[src/rtl/nco_pkg.sv]
package nco_pkg;
  localparam int CTRL_W   = 32;
  localparam int MODE_LSB = 26;
  localparam int MODE_W   = 5;
  localparam int APIN_LSB = 0;
  localparam int BPIN_LSB = 9;

  localparam logic [MODE_W-1:0] CODE_SINGLE = 5'b00100;
  localparam logic [MODE_W-1:0] CODE_DIFF   = 5'b00101;

  typedef enum logic [1:0] {
    OSC_OFF    = 2'd0,
    OSC_SINGLE = 2'd1,
    OSC_DIFF   = 2'd2
  } osc_mode_e;
endpackage

[src/rtl/nco_ctrl_decode.sv]
module nco_ctrl_decode
  import nco_pkg::*;
#(
  parameter int PINS  = 32,
  parameter int IDX_W = $clog2(PINS)
) (
  input  logic [CTRL_W-1:0] ctrl,
  output osc_mode_e         mode,
  output logic [IDX_W-1:0]  a_idx,
  output logic [IDX_W-1:0]  b_idx
);
  logic [MODE_W-1:0] code;

  always_comb begin
    code  = ctrl[MODE_LSB +: MODE_W];
    a_idx = ctrl[APIN_LSB +: IDX_W];
    b_idx = ctrl[BPIN_LSB +: IDX_W];
    unique case (code)
      CODE_SINGLE: mode = OSC_SINGLE;
      CODE_DIFF:   mode = OSC_DIFF;
      default:     mode = OSC_OFF;
    endcase
  end
endmodule

[src/rtl/nco_phase_acc.sv]
module nco_phase_acc #(
  parameter int ACC_W = 32
) (
  input  logic             clk,
  input  logic             rst,
  input  logic [ACC_W-1:0] frq,
  input  logic             load,
  input  logic [ACC_W-1:0] load_val,
  output logic [ACC_W-1:0] acc
);
  always_ff @(posedge clk) begin
    if (rst)       acc <= '0;
    else if (load) acc <= load_val;
    else           acc <= acc + frq;
  end

  AST_ACC_STEP: assert property (@(posedge clk) disable iff (rst)
    !load |=> acc == $past(acc) + $past(frq));
  AST_PHASE_LOAD: assert property (@(posedge clk) disable iff (rst)
    load |=> acc == $past(load_val));
endmodule

[src/rtl/nco_pin_router.sv]
module nco_pin_router
  import nco_pkg::*;
#(
  parameter int PINS  = 32,
  parameter int IDX_W = $clog2(PINS)
) (
  input  logic             clk,
  input  logic             rst,
  input  osc_mode_e        mode,
  input  logic [IDX_W-1:0] a_idx,
  input  logic [IDX_W-1:0] b_idx,
  input  logic             wave,
  output logic [PINS-1:0]  pin_out,
  output logic [PINS-1:0]  pin_oe
);
  logic [PINS-1:0] nxt_out, nxt_oe;

  for (genvar g = 0; g < PINS; g++) begin : g_pin
    logic hit_a, hit_b;
    always_comb begin
      hit_a = (mode != OSC_OFF) && (a_idx == IDX_W'(g));
      hit_b = (mode == OSC_DIFF) && (b_idx == IDX_W'(g)) && !hit_a;
      nxt_oe[g]  = hit_a | hit_b;
      nxt_out[g] = hit_a ? wave : (hit_b ? ~wave : 1'b0);
    end
  end

  always_ff @(posedge clk) begin
    if (rst) begin
      pin_out <= '0;
      pin_oe  <= '0;
    end else begin
      pin_out <= nxt_out;
      pin_oe  <= nxt_oe;
    end
  end

  AST_UNDRIVEN_LOW: assert property (@(posedge clk) disable iff (rst)
    (pin_out & ~pin_oe) == '0);
  AST_IDLE_QUIET: assert property (@(posedge clk) disable iff (rst)
    mode == OSC_OFF |=> pin_oe == '0);
  AST_SINGLE_ONE_PIN: assert property (@(posedge clk) disable iff (rst)
    mode == OSC_SINGLE |=> $countones(pin_oe) == 1);
  AST_DIFF_TWO_PINS: assert property (@(posedge clk) disable iff (rst)
    (mode == OSC_DIFF && a_idx != b_idx) |=> $countones(pin_oe) == 2);
  AST_DIFF_SHARED: assert property (@(posedge clk) disable iff (rst)
    (mode == OSC_DIFF && a_idx == b_idx) |=> $countones(pin_oe) == 1);
  AST_A_FOLLOWS_WAVE: assert property (@(posedge clk) disable iff (rst)
    mode != OSC_OFF |=> pin_out[$past(a_idx)] == $past(wave));
endmodule

[src/rtl/nco_pin_counter.sv]
module nco_pin_counter
  import nco_pkg::*;
#(
  parameter int PINS  = 32,
  parameter int ACC_W = 32
) (
  input  logic              clk,
  input  logic              rst,
  input  logic              ctrl_we,
  input  logic [CTRL_W-1:0] ctrl_wdata,
  input  logic              frq_we,
  input  logic [ACC_W-1:0]  frq_wdata,
  input  logic              phs_we,
  input  logic [ACC_W-1:0]  phs_wdata,
  output logic [PINS-1:0]   pin_out,
  output logic [PINS-1:0]   pin_oe
);
  localparam int IDX_W = $clog2(PINS);

  logic [CTRL_W-1:0] ctrl_q;
  logic [ACC_W-1:0]  frq_q;
  logic [ACC_W-1:0]  acc;
  osc_mode_e         mode;
  logic [IDX_W-1:0]  a_idx, b_idx;

  always_ff @(posedge clk) begin
    if (rst) begin
      ctrl_q <= '0;
      frq_q  <= '0;
    end else begin
      if (ctrl_we) ctrl_q <= ctrl_wdata;
      if (frq_we)  frq_q  <= frq_wdata;
    end
  end

  nco_ctrl_decode #(.PINS(PINS), .IDX_W(IDX_W)) u_dec (
    .ctrl(ctrl_q), .mode(mode), .a_idx(a_idx), .b_idx(b_idx)
  );

  nco_phase_acc #(.ACC_W(ACC_W)) u_acc (
    .clk(clk), .rst(rst), .frq(frq_q), .load(phs_we),
    .load_val(phs_wdata), .acc(acc)
  );

  nco_pin_router #(.PINS(PINS), .IDX_W(IDX_W)) u_route (
    .clk(clk), .rst(rst), .mode(mode), .a_idx(a_idx), .b_idx(b_idx),
    .wave(acc[ACC_W-1]), .pin_out(pin_out), .pin_oe(pin_oe)
  );

  AST_CTRL_KEEPS_PHASE: assert property (@(posedge clk) disable iff (rst)
    (ctrl_we && !phs_we) |=> acc == $past(acc) + $past(frq_q));
endmodule

[config.mk]
export PLATFORM = sky130hd
export DESIGN_NAME = nco_pin_counter
export DESIGN_NICKNAME = d
export VERILOG_FILES = /design/src/rtl/nco_pkg.sv /design/src/rtl/nco_ctrl_decode.sv /design/src/rtl/nco_phase_acc.sv /design/src/rtl/nco_pin_router.sv /design/src/rtl/nco_pin_counter.sv
export SDC_FILE = /design/constraint.sdc
export NUM_CORES = 1
export LEC_CHECK = 0
export BUFFER_PORTS_ARGS = -buffer_cell sky130_fd_sc_hd__clkbuf_2
export CORE_ASPECT_RATIO = 1.1
export CORE_MARGIN = 1.5
export CORE_UTILIZATION = 30
export DETAILED_ROUTE_END_ITERATION = 6
export PLACE_DENSITY = 0.51
export SLEW_MARGIN = 40
export SYNTH_ARGS = -nofsm -noshare
export SYNTH_HDL_FRONTEND = slang
export SYNTH_SLANG_ARGS = --single-unit
[constraint.sdc]
create_clock -name clk -period 4.45 [get_ports clk]
set_input_delay 0.445 -clock clk [delete_from_list [all_inputs] [get_ports clk]]
set_output_delay 0.445 -clock clk [all_outputs]
set_load 0.02 [all_outputs]
Yosys cells after proc, flatten, opt, wreduce, memory -nomap -nowiden

Cells that the tools add are included.

Add/sub/neg operators: 1
Equal/unequal tests: 65
Muxes and demuxes: 66
Bitwise operators: 33
Reductions and logical operators: 131

Operators with widths:

| cell                                                            | number |
|---|---|
| 5-bit == test, second input constant                            | 32 |
| 1-bit logical AND                                               | 96 |
| 5-bit by 4-bit == test with 1-bit output, second input constant | 16 |
| 1-bit 2-to-1 mux                                                | 64 |
| 5-bit by 3-bit == test with 1-bit output, second input constant | 10 |
| 32-bit adder                                                    | 1 |
| 1-bit logical NOT                                               | 32 |
| 32-bit 2-to-1 mux                                               | 1 |
| 1-bit OR                                                        | 32 |
| 5-bit by 2-bit == test with 1-bit output, second input constant | 4 |
| 5-bit by 1-bit == test with 1-bit output, second input constant | 2 |
| 5-bit logical NOT                                               | 2 |
| 2-bit one-hot mux with 2 select lines                           | 1 |
| 2-bit == test, second input constant                            | 1 |
| 2-bit nonzero test                                              | 1 |
| 1-bit NOT                                                       | 1 |

Flip-flop bits (word level): 159
Input port bits: 101
Output and inout bits: 64
Logic and storage cells: 301

Depth between registers and ports, before layout

Gate-level depths: netlist of the first run.

Depth after elaboration: 8
Depth in mapped cells: 9
Depth with buffers taken out: 9

Modules after synthesis

A second synthesis of the first run with hierarchy kept.

Cell total of the unflattened synthesis: 860
Area total of the unflattened synthesis: 7,908.8 um2

By module, submodules not included:

| module          | times used | cells an instance | area an instance (um2) |
|---|---|---|---|
| nco_phase_acc   | 1          | 349               | 2,740.1 |
| nco_pin_router  | 1          | 291               | 2,727.6 |
| nco_pin_counter | 1          | 207               | 2,339.7 |
| nco_ctrl_decode | 1          | 13                | 101.3 |

Least setup slack after synthesis of the first run

Ideal clock, no wire load.

Path type: register to register
From: reg frq_q[0]
To: reg u_acc.acc[24]
Library setup time: 0.132 ns
Arrival: 2.375 ns
Setup slack: 1.943 ns
Stages on the path, launching flop included: 10
Period minus slack after synthesis: 2.507 ns
Cells stage by stage: dfxtp_1 -> ha_1 -> fa_1 -> a21oi_1 -> o21ai_2 -> a211o_1 -> a2111o_1 -> a211oi_2 -> xor2_1 -> o22ai_1

Longest elaborated chain between the ends: 2

Ends and longest elaborated chain:

| what                   | line                  | RTL |
|---|---|---|
| start, declared        | nco_pin_counter.sv:21 | `logic [ACC_W-1:0] frq_q;` |
| start signal, assigned | nco_pin_counter.sv:32 | `if (frq_we) frq_q <= frq_wdata;` |
| 32-bit adder           | nco_phase_acc.sv:14   | `else acc <= acc + frq;` |
| 32-bit 2-to-1 mux      | nco_phase_acc.sv:13   | `else if (load) acc <= load_val;` |
| end signal, assigned   | nco_phase_acc.sv:13   |  |
| end signal, assigned   | nco_phase_acc.sv:14   |  |
| end, declared          | nco_phase_acc.sv:9    | `output logic [ACC_W-1:0] acc` |

Every way passes these cells.
A chain may end at the register's enable or synchronous reset.

Final worst setup path of the first run

Same ends and word-level chain as after synthesis.

==> results.json, run 1 <==
{
  "clk_latency_ns": 0.43,
  "num_rows": 58,
  "io_pins": 165,
  "ir_drop_uv": 215.1,
  "synth_area_leader_cell": "dfxtp_1",
  "cp.required_ns": 4.73,
  "worst_pin_slew_ns": 0.9046,
  "pwr-share-comb": 0.126,
  "slew_headroom": 0.3953,
  "final_common_cell": "clkbuf_2",
  "fin_nets": 1107,
  "fin_ws_ns": 1.646,
  "wire_per_inst_um": 15.55,
  "hpwlAfterDp_um": 14740,
  "synth-simple-area-share": 0.2319,
  "fin_area_sq_um": 8630,
  "ys_top_cells_by_area": "dfxtp_1, a21oi_1, mux2i_1",
  "ys_ff_latch": 143,
  "holdWs_ns": 0.2154,
  "via_per_inst": 5.026,
  "cts_buffer_depth": 2,
  "drcViolationCount": 0,
  "maxCapViolCount": 0,
  "power.leakage_nw": 3.763,
  "period_minus_slack_ns": 2.804,
  "insertedDiodeCount": 0,
  "holdBufCountCts": 0,
  "core_sq_um": 23000,
  "clock_skew_ns": 0.01024,
  "grt_pass1_vias": 6224,
  "syn_area_sq_um": 7084,
  "rsz0062_at_grt": "false",
  "start_kind": "flop",
  "fmax_ghz": 0.3567,
  "fp.dieH_um": 164.2,
  "cts_resized": 0,
  "synthCells": 855,
  "post_cts_buffers": 0,
  "clkTransAtPathRegs_ns": 0.07,
  "postRouteAntennaNets": 0,
  "routabilityCongestion": 0.8646,
  "setup_viol": 0,
  "antenna_found_initial": 0,
  "final-seq-area_sq_um": 2863,
  "cts.htree.levels": 4,
  "drive_above_1_share": 0.2087,
  "dp_slack_ns": 1.653,
  "clkPwrFrac": 0.439,
  "crit_type": "flop to flop",
  "synth_ff_type": "dfxtp_1",
  "multiInputGateArea_sq_um": 4016,
  "floorplan.die_area_sq_um": 24550,
  "synth.top_cell.area_share": 0.4041,
  "power.density_nw_per_um2": 366.4,
  "nFillCells": 2408,
  "crit_fanout": 5,
  "start_util": 0.3080,
  "ys_seq_area_frac": 0.4041,
  "vias": 6468,
  "cts_tree": "built",
  "synth_fa_ha_area_frac": 0.05758,
  "status": "complete, no violations",
  "io_buffers": 147,
  "postSynthAreaPerCell_sq_um": 8.286,
  "tns_ns": 0,
  "synth_compound_area_frac": 0.1787,
  "period_share": 0.6301,
  "fin_cells": 1287,
  "finalCoreUtilization": 0.3751,
  "routed_wl_um": 20020,
  "finalHoldViolations": 0,
  "synth-edff-count": 0,
  "synthMuxAreaShare": 0.07206,
  "grt_max_degree": 70,
  "power_mw": 3.162,
  "crit_arrival_ns": 3.08,
  "dpl_cell_area_sq_um": 8044,
  "synth-async-reset-ratio": 0,
  "first_pass_iters": 5,
  "p_int_mw": 2.235,
  "yosys_warnings": 0,
  "clock_sinks": 143,
  "drtIter0Drc": 361,
  "numCtsBuffers": 17,
  "dp_cells": 1255,
  "clock-root-buffer": "clkbuf_16",
  "p_switching_mw": 0.9275,
  "end_kind": "flop",
  "final_cell_mix": "clkbuf_2, dfxtp_1, nand2_1",
  "slew_violations": 0,
  "synth.net_count": 988,
  "synth_top_family_by_area": "simple AND/OR/NAND/NOR gates",
  "synth_xor_area_frac": 0.02349,
  "die_w_um": 149.5,
  "overflow": 0,
  "p_seq_frac": 0.434,
  "p_sw_frac": 0.2933,
  "synth.distinct_cells": 68,
  "hp-class": "input pin to flop",
  "syn2layout_area_growth_pct": 21.81,
  "grt_pass1_wl_um": 32180,
  "grt.total_usage": 0.1686
}
cells in the mapped netlist, drive strengths merged (9+ instances only):
library cell / number
nand3: 46
buf: 11
ha: 31
nor3: 25
nor2b: 11
xor2: 10
nand2: 113
a21o: 17
nor2: 105
dfxtp: 143
a21oi: 106
xnor2: 9
nand4: 12
clkbuf: 42
mux2i: 51
o21ai: 28
critical path: stages, from the launching register on:
cell and delay (ns):
dfxtp_1 0.31, ha_1 0.23, fa_1 0.42, a21oi_1 0.28
o21ai_2 0.16, a211o_1 0.27, a2111o_1 0.49, a211oi_2 0.23
xor2_1 0.17, o22ai_1 0.10
worst paths after layout:
kind	cells after the start	slack [ns]	start	to
max	9	1.65	frq_q[0]$_SDFFE_PP0P_	u_acc.acc[24]$_SDFF_PP0_
min	3	0.22	phs_wdata[18]	u_acc.acc[18]$_SDFF_PP0_
max reg2reg	9	1.65	frq_q[0]$_SDFFE_PP0P_	u_acc.acc[24]$_SDFF_PP0_
min reg2reg	2	0.50	ctrl_q[28]$_SDFFE_PP0P_	ctrl_q[28]$_SDFFE_PP0P_
cell type report:
cell class,count,share of cell area
multi-input cells,653,0.4654
flip-flops and latches,143,0.3317
repair buffers,153,0.09076
clock buffers,17,0.04930
well taps,300,0.04350
clock inverters,15,0.01667
inverters,6,0.002610
power by group through the flow:
stage               logic (mW)  registers, mW  clock network (mW)
CTS                      0.401           1.37                1.43
floorplan                0.297           1.38                   0
finish                   0.399           1.37                1.39
global route             0.446           1.38                1.49
global placement         0.398           1.40                   0
detailed placement       0.398           1.40                   0
state kept, by name, summed over array words and instances, names as in the netlist:
name             flops
u_acc.acc           32
ctrl_q              15
u_route.pin_oe      32
frq_q               32
u_route.pin_out     32
metal layers:
layer  part of all wire  routed length [um]  vias up  track usage
met5                  0                   0        -            0
met4              0.016                 312        0      0.06121
met3              0.050                 997       22      0.03250
met2               0.48                9624      177       0.2809
met1               0.45                9085     3012       0.2152
li1                   -                   -     3257            -
cells by family after synthesis:
| group | after synthesis |
|---|---|
| AOI/OAI and AO/OA | 203 |
| xor gates and xnor gates | 19 |
| adders and majority gates | 32 |
| buffers and inverters | 59 |
| DFF | 143 |
| muxes | 51 |
| and+or+nand+nor | 348 |
(Power assumes the default switching activity.)
==> run 2: changes to the inputs <==
--- a/config.mk
+++ b/config.mk
@@ -10,7 +10,7 @@
 export CORE_MARGIN = 1.5
 export CORE_UTILIZATION = 30
 export DETAILED_ROUTE_END_ITERATION = 6
-export PLACE_DENSITY = 0.51
+export PLACE_DENSITY = 0.52
 export SLEW_MARGIN = 40
 export SYNTH_ARGS = -nofsm -noshare
 export SYNTH_HDL_FRONTEND = slang
==> constraint.sdc (replaced) <==
create_clock -name clk -period 2.3 [get_ports clk]
set_input_delay 0.23 -clock clk [delete_from_list [all_inputs] [get_ports clk]]
set_output_delay 0.23 -clock clk [all_outputs]
set_load 0.02 [all_outputs]
==> results.json, run 2 (synthesis gave the netlist of run 1 again) <==
{
  "crit_fanout": 3,
  "antenna_found_initial": 0,
  "cts_buffer_depth": 2,
  "path_cells": "ha_4 > fa_2 > a21oi_4 > o21ai_2 > a211o_1 > a2111o_1 > a211oi_2 > xor2_1 > o22ai_1",
  "overflow": 0,
  "cts.htree.levels": 4,
  "crit_arrival_ns": 2.72,
  "clock_skew_ns": 0.01204,
  "clk_latency_ns": 0.43,
  "clock_sinks": 143,
  "fp.dieH_um": 164.2,
  "failed_checks": "negative setup slack",
  "num_rows": 58,
  "core_sq_um": 23000,
  "drtIter0Drc": 321,
  "dp_cells": 1304,
  "via_per_inst": 4.985,
  "grt_pass1_vias": 6347,
  "maxCapViolCount": 0,
  "grt.total_usage": 0.1731,
  "power_mw": 6.523,
  "vias": 6730,
  "grt_pass1_wl_um": 33280,
  "final-seq-area_sq_um": 2869,
  "postRouteAntennaNets": 0,
  "finalHoldViolations": 0,
  "dp_slack_ns": -0.1483,
  "start_kind": "flop",
  "die_w_um": 149.5,
  "finalCoreUtilization": 0.4113,
  "io_pins": 165,
  "insertedDiodeCount": 0,
  "critical-path-max-stage-delay_ns": 0.42,
  "multiInputGateArea_sq_um": 4284,
  "syn2layout_area_growth_pct": 33.56,
  "end_kind": "flop",
  "final_cell_mix": "clkbuf_2, dfxtp_1, nand2_1",
  "fmax_ghz": 0.4111,
  "power.density_nw_per_um2": 689.4,
  "slowest_stage": "a2111o_1",
  "power.leakage_nw": 4.096,
  "hpwlAfterDp_um": 15620,
  "numCtsBuffers": 17,
  "cp.required_ns": 2.59,
  "period_minus_slack_ns": 2.433,
  "wire_per_inst_um": 15.77,
  "floorplan.die_area_sq_um": 24550,
  "drcViolationCount": 0,
  "slew_headroom": 0.5773,
  "ir_drop_uv": 445.7,
  "period_share": 1.058,
  "cts_tree": "built",
  "final_common_cell": "clkbuf_2",
  "routabilityCongestion": 0.8998,
  "grt_max_degree": 84,
  "worst_pin_slew_ns": 0.6317,
  "hp-class": "input pin to flop",
  "nFillCells": 2406,
  "routed_wl_um": 21290,
  "start_util": 0.3080,
  "rsz0062_at_grt": "true",
  "fin_nets": 1170,
  "setup_viol": 8,
  "fin_cells": 1350,
  "drive_above_1_share": 0.2914,
  "status": "finished with violations",
  "fin_ws_ns": -0.1325,
  "clock-root-buffer": "clkbuf_16",
  "first_pass_iters": 5,
  "io_buffers": 147,
  "clkTransAtPathRegs_ns": 0.07,
  "slew_violations": 0,
  "crit_type": "flop to flop"
}
==> run 2: area by class of cell <==
class                   count  share of cell area
well taps                 300             0.03967
repair buffers            216              0.1363
clock buffers              17             0.04496
multi-input cells         653              0.4528
flip-flops and latches    143              0.3032
clock inverters            15             0.02063
inverters                   6            0.002380
==> run 2: worst max-delay path, delay by kind of cell, from the launching register on <==
family / cells / cell delay, ns
adders and majority gates: 2 / 0.53
AOI/OAI and AO/OA: 6 / 1.27
xor gates and xnor gates: 1 / 0.17
DFF: 1 / 0.34
==> run 2: report_power, final <==
part           switching, mW  total [mW]  internal, mW
Sequential            0.0892        2.67          2.58
Combinational          0.515       0.942         0.427
Clock                   1.26        2.91          1.66
Total                   1.86        6.52          4.66
==> run 2: metal layers <==
metal  global-route usage  up-vias  wire (um)  part of all wire
li1                     -     3389          -                 -
met1               0.2313     3128       9828              0.46
met5                    0        -          0                 0
met3              0.02972       14       1069             0.050
met2               0.2889      199      10190              0.48
met4              0.04095        0        196            0.0092
==> run 2: repair_timing <==
action / CTS / global route
gates resized for setup: 12 / 49
pin swaps: 4 / 20
hold endpoints to repair: 4 / 0
setup endpoints to repair: 12 / 17
buffers inserted: 0 / 10
hold buffers: 4 / 0
==> run 2: worst paths after layout <==
kind / from / endpoint / slack (ns) / cells after the start
worst max-delay path: frq_q[0]$_SDFFE_PP0P_ / u_acc.acc[24]$_SDFF_PP0_ / -0.13 / 9
worst min register to register: ctrl_q[28]$_SDFFE_PP0P_ / ctrl_q[28]$_SDFFE_PP0P_ / 0.50 / 2
worst min-delay path: phs_wdata[25] / u_acc.acc[25]$_SDFF_PP0_ / 0.01 / 3
worst max register to register: frq_q[0]$_SDFFE_PP0P_ / u_acc.acc[24]$_SDFF_PP0_ / -0.13 / 9
==> run 2: metrics by stage <==
stage                     setup TNS [ns]  instance area [sq um]  hold WS (ns)
after floorplan                -0.009922                   7093        0.3385
after global placement           -0.4800                   8427        0.4334
after detailed placement         -0.8727                   8427        0.4346
after CTS                        -0.2728                   9138      0.005197
after global routing              -1.355                   9462       0.01693
final                            -0.4266                   9462       0.01487
==> run 3: changes to the inputs <==
--- a/config.mk
+++ b/config.mk
@@ -10,7 +10,7 @@
 export CORE_MARGIN = 1.5
 export CORE_UTILIZATION = 30
 export DETAILED_ROUTE_END_ITERATION = 6
-export PLACE_DENSITY = 0.52
+export PLACE_DENSITY = 0.51
 export SLEW_MARGIN = 40
 export SYNTH_ARGS = -nofsm -noshare
 export SYNTH_HDL_FRONTEND = slang
==> constraint.sdc (replaced) <==
create_clock -name clk -period 2.65 [get_ports clk]
set_input_delay 0.265 -clock clk [delete_from_list [all_inputs] [get_ports clk]]
set_output_delay 0.265 -clock clk [all_outputs]
set_load 0.02 [all_outputs]
==> results.json, run 3 (synthesis gave the netlist of run 1 again) <==
{
  "status": "complete, no violations",
  "met1_usage": 0.2134,
  "vias": 6475,
  "rr_startpoint": "frq_q[0]$_SDFFE_PP0P_",
  "p_sw_frac": 0.2836,
  "min_to": "u_acc.acc[18]$_SDFF_PP0_",
  "slew_violations": 0,
  "die_w_um": 149.5,
  "crit_type": "flop to flop",
  "rsz0062_at_grt": "false",
  "io_buffers": 147,
  "rr_endpoint": "u_acc.acc[24]$_SDFF_PP0_",
  "numCtsBuffers": 17,
  "cts_buffer_depth": 2,
  "ir_drop_uv": 411.4,
  "p_seq_frac": 0.416,
  "clk_latency_ns": 0.44,
  "start_util": 0.3080,
  "p_switching_mw": 1.568,
  "holdWs_ns": 0.03025,
  "fin_area_sq_um": 8830,
  "clock_sinks": 143,
  "routed_wl_um": 20080,
  "io_pins": 165,
  "maxCapViolCount": 0,
  "clkPwrFrac": 0.458,
  "regToRegSetupSlack_ns": 0.19,
  "power_mw": 5.529,
  "insertedDiodeCount": 0,
  "clock-root-buffer": "clkbuf_16",
  "met2_usage": 0.2819,
  "slew_headroom": 0.5604,
  "fp.dieH_um": 164.2,
  "cp.required_ns": 2.95,
  "dpl_cell_area_sq_um": 8205,
  "via_per_inst": 4.958,
  "setup_viol": 0,
  "worst_pin_slew_ns": 0.6534,
  "drcViolationCount": 0,
  "final_cell_mix": "clkbuf_2, dfxtp_1, nand2_1",
  "fin_ws_ns": 0.1898,
  "clock_skew_ns": 0.01738,
  "grt_pass1_vias": 6141,
  "floorplan.die_area_sq_um": 24550,
  "met3_usage": 0.03194,
  "cts_tree": "built",
  "wire_per_inst_um": 15.38,
  "final_common_cell": "clkbuf_2",
  "dp_slack_ns": -0.01450,
  "p_int_mw": 3.961,
  "core_sq_um": 23000,
  "grt_pass1_wl_um": 31710,
  "power.leakage_nw": 3.881,
  "grt_max_degree": 104,
  "fmax_ghz": 0.4065,
  "cts.htree.levels": 4,
  "power.density_nw_per_um2": 626.2,
  "min_from": "phs_wdata[18]",
  "overflow": 0,
  "start_kind": "flop",
  "postRouteAntennaNets": 0,
  "first_pass_iters": 4,
  "finalCoreUtilization": 0.3838,
  "hold_path_depth": 3,
  "num_rows": 58,
  "syn2layout_area_growth_pct": 24.64,
  "routabilityCongestion": 0.8947,
  "clkTransAtPathRegs_ns": 0.07,
  "busiest_layer": "met2",
  "nFillCells": 2400,
  "reg2reg_depth": 9,
  "hp-class": "input pin to flop",
  "drive_above_1_share": 0.2227,
  "period_share": 0.9284,
  "antenna_found_initial": 0,
  "pwr-share-comb": 0.125,
  "crit_fanout": 3,
  "period_minus_slack_ns": 2.460,
  "grt.total_usage": 0.1675,
  "post_cts_buffers": 0,
  "end_kind": "flop",
  "drtIter0Drc": 337,
  "finalHoldViolations": 0,
  "crit_arrival_ns": 2.76,
  "hpwlAfterDp_um": 14900,
  "fin_nets": 1126
}
[run 3: cell types whose count changed in the layout (fill, tap and decap cells not counted), sizes merged]
| cell | delta |
|---|---|
| buf | -40 |
| inv | +1 |
| clkinv | -1 |
| dlygate4sd3 | -4 |
[run 3: layer usage]
metal | routed length, um | vias to the layer above
li1 | - | 3298
met1 | 9304 | 2987
met2 | 9527 | 168
met3 | 921 | 22
met4 | 327 | 0
met5 | 0 | -
[run 3: cell type report]
cell class | instances | area [sq um] | share of cell area
Sequential cell | 143 | 2863 | 0.3242
Clock inverter | 15 | 192.7 | 0.02182
Inverter | 6 | 22.52 | 0.002551
Tap cell | 300 | 375.4 | 0.04251
Timing Repair Buffer | 172 | 950.9 | 0.1077
Multi-Input combinational cell | 653 | 4000 | 0.4530
Clock buffer | 17 | 425.4 | 0.04818
[run 3: per-stage QoR]
stage / std cells / setup TNS [ns]
after floorplan: 855 / 0
after global placement: 1274 / 0
after detailed placement: 1274 / -0.02268
after CTS: 1306 / 0
after global routing: 1306 / 0
final: 1306 / 0
[run 3: worst max path at each step]
stage	startpoint	to	slack (ns)	cells past startpoint
floorplan	frq_q[0]$_SDFFE_PP0P_	u_acc.acc[24]$_SDFF_PP0_	0.14	9
global route	frq_q[0]$_SDFFE_PP0P_	u_acc.acc[24]$_SDFF_PP0_	0.04	9
global placement	frq_q[0]$_SDFFE_PP0P_	u_acc.acc[24]$_SDFF_PP0_	0.02	9
detailed placement	frq_q[0]$_SDFFE_PP0P_	u_acc.acc[24]$_SDFF_PP0_	-0.01	9
CTS	frq_q[0]$_SDFFE_PP0P_	u_acc.acc[24]$_SDFF_PP0_	0.05	9
finish	frq_q[0]$_SDFFE_PP0P_	u_acc.acc[24]$_SDFF_PP0_	0.19	9
[run 3: timing repair]
item | 4_1_cts | 5_1_grt
endpoints found under the setup margin | 1 | 2
gates cloned | 0 | 0
gates resized for setup | 1 | 1
hold buffers | 0 | 0
pin swaps | 0 | 2
[run 3: critical path, stage by stage, from the launching register on]
cell	delay, ns
dfxtp_1	0.31
ha_1	0.22
fa_2	0.36
a21oi_2	0.19
o21ai_2	0.10
a211o_1	0.27
a2111o_1	0.42
a211oi_2	0.22
xor2_1	0.16
o22ai_1	0.09
[run 3: power groups by stage]
| stage | registers (mW) | clock network, mW | logic (mW) |
|---|---|---|---|
| global placement | 2.35 | 0 | 0.690 |
| global route | 2.31 | 2.69 | 0.772 |
| CTS | 2.30 | 2.60 | 0.695 |
| finish | 2.30 | 2.53 | 0.694 |
| detailed placement | 2.35 | 0 | 0.692 |
| floorplan | 2.32 | 0 | 0.498 |
